===== src/rtl/adc_trig_pkg.sv =====
package adc_trig_pkg;

  typedef enum logic [1:0] {
    DWELL_20US = 2'b00,
    DWELL_15US = 2'b01,
    DWELL_10US = 2'b10,
    DWELL_4US  = 2'b11
  } dwell_code_e;

  typedef struct packed {
    logic       src_timer;
    logic       hw_en;
    logic       dma_en;
  } trig_ctl_t;

  typedef struct packed {
    logic       range_10v;
    logic       unipolar;
    logic [1:0] gain;
    logic [1:0] dwell;
    logic [1:0] se_mode;
  } conv_par_t;

  function automatic int unsigned dwell_us(input logic [1:0] code);
    case (dwell_code_e'(code))
      DWELL_20US: return 20;
      DWELL_15US: return 15;
      DWELL_10US: return 10;
      default:    return 4;
    endcase
  endfunction

endpackage


===== src/rtl/adc_edge_sync.sv =====
module adc_edge_sync #(
  parameter int unsigned SYNC_STAGES = 2
) (
  input  logic clk,
  input  logic rst_n,
  input  logic din,
  output logic fall
);
  logic [SYNC_STAGES:0] sh_q, sh_d;

  always_comb begin
    sh_d = {sh_q[SYNC_STAGES-1:0], din};
  end

  always_ff @(posedge clk or negedge rst_n) begin
    if (!rst_n) sh_q <= '0;
    else        sh_q <= sh_d;
  end

  // oldest stage still high, synchronized stage now low
  assign fall = sh_q[SYNC_STAGES] & ~sh_q[SYNC_STAGES-1];
endmodule


===== src/rtl/adc_cfg_regs.sv =====
module adc_cfg_regs
  import adc_trig_pkg::*;
(
  input  logic       clk,
  input  logic       rst_n,
  input  logic       wr_en,
  input  logic       wr_sel,
  input  logic [7:0] wr_data,
  output trig_ctl_t  ctl,
  output conv_par_t  par
);
  trig_ctl_t ctl_d;
  conv_par_t par_d;
  logic      ctl_we, par_we;

  always_comb begin
    ctl_we = wr_en & ~wr_sel;
    par_we = wr_en &  wr_sel;
    ctl_d  = ctl;
    par_d  = par;
    if (ctl_we) ctl_d = trig_ctl_t'(wr_data[2:0]);
    if (par_we) par_d = conv_par_t'(wr_data);
  end

  always_ff @(posedge clk or negedge rst_n) begin
    if (!rst_n) begin
      ctl <= '0;
      par <= '0;
    end else begin
      if (ctl_we) ctl <= ctl_d;
      if (par_we) par <= par_d;
    end
  end
endmodule


===== src/rtl/adc_scan_timer.sv =====
module adc_scan_timer
  import adc_trig_pkg::*;
#(
  parameter int unsigned CYC_PER_US = 50,
  parameter int unsigned CNT_W      = 10
) (
  input  logic       clk,
  input  logic       rst_n,
  input  logic       active,
  input  logic [1:0] code,
  output logic       adv
);
  logic [CNT_W-1:0] cnt_q, cnt_d, limit;
  logic             hit, adv_d;

  always_comb begin
    limit = CNT_W'(dwell_us(code) * CYC_PER_US - 1);
    hit   = (cnt_q >= limit);
    if (!active)  cnt_d = '0;
    else if (hit) cnt_d = '0;
    else          cnt_d = cnt_q + 1'b1;
    adv_d = active & hit;
  end

  always_ff @(posedge clk or negedge rst_n) begin
    if (!rst_n) begin
      cnt_q <= '0;
      adv   <= 1'b0;
    end else begin
      cnt_q <= cnt_d;
      adv   <= adv_d;
    end
  end
endmodule


===== src/rtl/adc_trig_ctrl.sv =====
module adc_trig_ctrl
  import adc_trig_pkg::*;
#(
  parameter int unsigned CLK_HZ      = 50_000_000,
  parameter int unsigned SYNC_STAGES = 2
) (
  input  logic       clk,
  input  logic       rst_n,
  input  logic       wr_en,
  input  logic       wr_sel,
  input  logic [7:0] wr_data,
  input  logic       sw_start,
  input  logic       ext_clk,
  input  logic       timer_out,
  input  logic       conv_busy,
  input  logic       scan_active,
  input  logic       ovr_rd,
  input  logic       fifo_empty,
  input  logic       dma_ack,
  output logic       conv_start,
  output logic       chan_adv,
  output logic       overrun,
  output logic       dma_req,
  output logic       range_10v,
  output logic       unipolar,
  output logic [1:0] gain_code,
  output logic [1:0] scan_code,
  output logic [1:0] se_mode
);
  localparam int unsigned CYC_PER_US = CLK_HZ / 1_000_000;
  localparam int unsigned CNT_W      = $clog2(20 * CYC_PER_US);
  localparam int unsigned NUM_HW     = 2;

  trig_ctl_t         ctl;
  conv_par_t         par;
  logic [NUM_HW-1:0] hw_pin, hw_fall;
  logic              hw_en_w, dma_en_w;
  logic              req, start_d, ovr_d, dma_d;

  adc_cfg_regs u_regs (
    .clk, .rst_n, .wr_en, .wr_sel, .wr_data, .ctl, .par
  );

  assign hw_pin = {timer_out, ext_clk};

  for (genvar g = 0; g < NUM_HW; g++) begin : g_sync
    adc_edge_sync #(.SYNC_STAGES(SYNC_STAGES)) u_sync (
      .clk, .rst_n, .din(hw_pin[g]), .fall(hw_fall[g])
    );
  end

  adc_scan_timer #(.CYC_PER_US(CYC_PER_US), .CNT_W(CNT_W)) u_scan (
    .clk, .rst_n, .active(scan_active), .code(par.dwell), .adv(chan_adv)
  );

  assign hw_en_w  = ctl.hw_en;
  assign dma_en_w = ctl.dma_en;

  always_comb begin
    if (ctl.hw_en) req = ctl.src_timer ? hw_fall[1] : hw_fall[0];
    else           req = sw_start;
    start_d = req & ~conv_busy;
    ovr_d   = (req & conv_busy) | (overrun & ~ovr_rd);
    dma_d   = ctl.dma_en & ~fifo_empty & ~dma_ack;
  end

  always_ff @(posedge clk or negedge rst_n) begin
    if (!rst_n) begin
      conv_start <= 1'b0;
      overrun    <= 1'b0;
      dma_req    <= 1'b0;
    end else begin
      conv_start <= start_d;
      overrun    <= ovr_d;
      dma_req    <= dma_d;
    end
  end

  assign range_10v = par.range_10v;
  assign unipolar  = par.unipolar;
  assign gain_code = par.gain;
  assign scan_code = par.dwell;
  assign se_mode   = par.se_mode;
endmodule


===== config.mk =====
export PLATFORM = sky130hd
export DESIGN_NAME = adc_trig_ctrl
export DESIGN_NICKNAME = d
export VERILOG_FILES = /design/src/rtl/adc_trig_pkg.sv /design/src/rtl/adc_edge_sync.sv /design/src/rtl/adc_cfg_regs.sv /design/src/rtl/adc_scan_timer.sv /design/src/rtl/adc_trig_ctrl.sv
export SDC_FILE = /design/constraint.sdc
export NUM_CORES = 1
export LEC_CHECK = 0
export BUFFER_PORTS_ARGS = -buffer_cell sky130_fd_sc_hd__buf_2
export CAP_MARGIN = 20
export CORE_UTILIZATION = 53
export CTS_BUF_LIST = sky130_fd_sc_hd__clkbuf_16
export DETAILED_ROUTE_END_ITERATION = 10
export MAX_ROUTING_LAYER = met4
export PLACE_DENSITY_LB_ADDON = 0.12
export SETUP_SLACK_MARGIN = 0.02
export SYNTH_ARGS = -nofsm -noshare
export SYNTH_HDL_FRONTEND = slang
export SYNTH_HIERARCHICAL = 1
export SYNTH_SLANG_ARGS = --single-unit
export TNS_END_PERCENT = 5

===== constraint.sdc =====
create_clock -name clk -period 2.4 [get_ports clk]
set_input_delay 0.48 -clock clk [delete_from_list [all_inputs] [get_ports clk]]
set_output_delay 0.48 -clock clk [all_outputs]
set_load 0.05 [all_outputs]

==> reports/qor.csv <==
metric;value;unit
Hold WC Path Type;in2async;
Finish-stage setup viols;0;
Netlist Area Pre-Place;1446;um2
layout cells sized above 1;36.77;%
Seq. cell area;775.7;um2
post-cts sizing count;0;
num rows;18;
# fillers;174;
hold buffer count at CTS;0;
total track usage;21.05;%
Slew @ Worst Pin;0.6576;ns
initial antenna violation count;0;
chip width;54.24;um
Skew-Pair Late Insertion Delay;0.27;ns
average via count per standard cell;5.200;
GRT overflow;0;
vias in the first global route;920;
WL final;2.554;mm
H-tree Lvls;2;
Initial Utilization;57.34;%
I/O pins;32;
diode count;0;
max-slew violation count;0;
sequential fraction of the synthesis area;53.63;%
asr flop ratio synth;100.0;%
Core Util, Final;70.44;%
Worst Setup End Kind;flop;
YS warnings;6;
syn_area_per_cell;12.47;um2
R2R depth;7;
pwr/cell area;792.2;nW/um2
root buffer cell;clkbuf_16;
Layout area overhead;22.84;%
routability cong.;0.8108;
min cycle time layout;1.964;ns
first-pass iteration count of the detailed router;4;
Mapped Cells;116;
die area;2942;um2
hpwl dp;1.911;mm
core area;2522;um2
fin nets;184;
Num CTS Buffers;5;
Buffers on Ports;31;
# DRC;0;
final worst slack;0.4360;ns
Post-CTS Setup Bufs;0;
total power;0.001408;W
outcome;completed;
largest net degree at the start of global routing;32;
critical path required time;2.54;ns
critical path arrival;2.10;ns
CP max FO;10;
final hold vios;0;
area of the multi-input gates;640.6;um2
Die Height;54.24;um
CTS tree;yes;
worst hold slack;0.2418;ns
VDD IR-drop max;690.6;uV
# clock sinks;31;
Yosys reg bits;31;
Worst-path clk slew;0.05;ns
Max Root-Sink Buffers;2;
routed len/inst;13.81;um
critical path class;reg2reg;
post-route ant nets;0;
MaxCap Viol Count;0;
period utilisation layout;81.83;%
Synth Flop Type;dfrtp_1;
RSZ-0062 raised after global routing;no;
Place WS;0.4268;ns
most frequent cells in the layout;dfrtp_1 (31), buf_2 (31), nor2_1 (14);
fmax;509.2;MHz
first-pass GRT wire length;3.974;mm
LEAKAGE;0.8663;nW
setup tns final;0;ns
Fin Clk Skew;0.002222;ns
startpoint types;flop;
Initial DRC Count;13;
Post-synth EDFFs;0;
Vias;962;
library cells used by synthesis;32;
Slew Limit Headroom;56.16;%
## path summary, 6_finish.rpt
check | start | end | slack [ns]
max reg2reg | u_regs/par[2] | u_scan/cnt_q[7] | 0.44
max | u_regs/par[2] | u_scan/cnt_q[7] | 0.44
max in group asynchronous | rst_n | g_sync[0].u_sync/sh_q[1] | 1.73
min in group clk | timer_out | g_sync[1].u_sync/sh_q[0] | 0.32
min | rst_n | u_regs/par[5] | 0.24
min reg2reg | g_sync[0].u_sync/sh_q[0] | g_sync[0].u_sync/sh_q[1] | 0.35
## state kept, by name, summed over array words and instances, names as in the netlist
register            flops
u_scan/adv              1
dma_req                 1
g_sync.u_sync/sh_q      6
overrun                 1
u_scan/cnt_q           10
conv_start              1
u_regs/ctl              3
u_regs/par              8
## per-stage QoR
| step | cells | cell area (um2) |
|---|---|---|
| floorplan | 117 | 1450 |
| global placement | 177 | 1639 |
| finish | 185 | 1777 |
| CTS | 185 | 1777 |
| detailed placement | 177 | 1639 |
| global route | 185 | 1777 |
## Yosys cell counts (2+ instances only)
library cell / instances / area share, %
a21oi_1: 2 / 0.69
and2_1: 2 / 0.86
dfrtp_1: 31 / 54
ha_1: 10 / 8.7
inv_1: 8 / 2.1
mux2_2: 11 / 8.6
nand2_1: 2 / 0.52
nand2b_1: 2 / 0.86
nand3_1: 3 / 1.0
nand4_1: 3 / 1.3
nor2_1: 14 / 3.6
nor2b_4: 2 / 1.9
xnor2_1: 6 / 3.6
xor2_1: 2 / 1.2
## routing by layer
layer / part of all wire, % / global-route usage, % / up-vias
met5: 0 / - / -
met4: 1.1 / 8.120 / 0
met1: 43 / 22.42 / 451
li1: - / - / 474
met3: 5.9 / 7.778 / 3
met2: 49 / 35.37 / 34
## worst max-delay path, cell delays in order (launching register included)
cell and delay (ns):
dfrtp_1 0.43, nor2b_1 0.20, inv_1 0.06, ha_1 0.31, nand4_1 0.10, o221a_2 0.29, o2111ai_4 0.34, nor2_1 0.10
## cell families (layout without fill, tap and decap cells)
| kind of cell | Yosys count | in the layout | share of synthesized area (%) |
|---|---|---|---|
| compound gates | 10 | 10 | 7.094 |
| xor+xnor | 8 | 8 | 4.844 |
| fa+ha+maj | 10 | 10 | 8.651 |
| buf+inv | 9 | 47 | 2.335 |
| flops | 31 | 31 | 53.63 |
| mux | 12 | 12 | 9.256 |
| other cells | 1 | 2 | 0.2593 |
| simple gates | 35 | 35 | 13.93 |
## final cells by class
class	count	share of cell area (%)
Tap cell	30	2.113
Inverter	8	1.690
Clock buffer	5	7.042
Clock inverter	3	0.7042
Timing Repair Buffer	31	8.732
Sequential cell	31	43.66
Multi-Input combinational cell	77	36.06
## power by group
group | internal, W | total, W | switching (W)
Sequential | 0.000567 | 0.000599 | 0.0000321
Combinational | 0.0000828 | 0.000244 | 0.000161
Clock | 0.000372 | 0.000565 | 0.000193
Total | 0.00102 | 0.00141 | 0.000386
(Power assumes the default switching activity.)
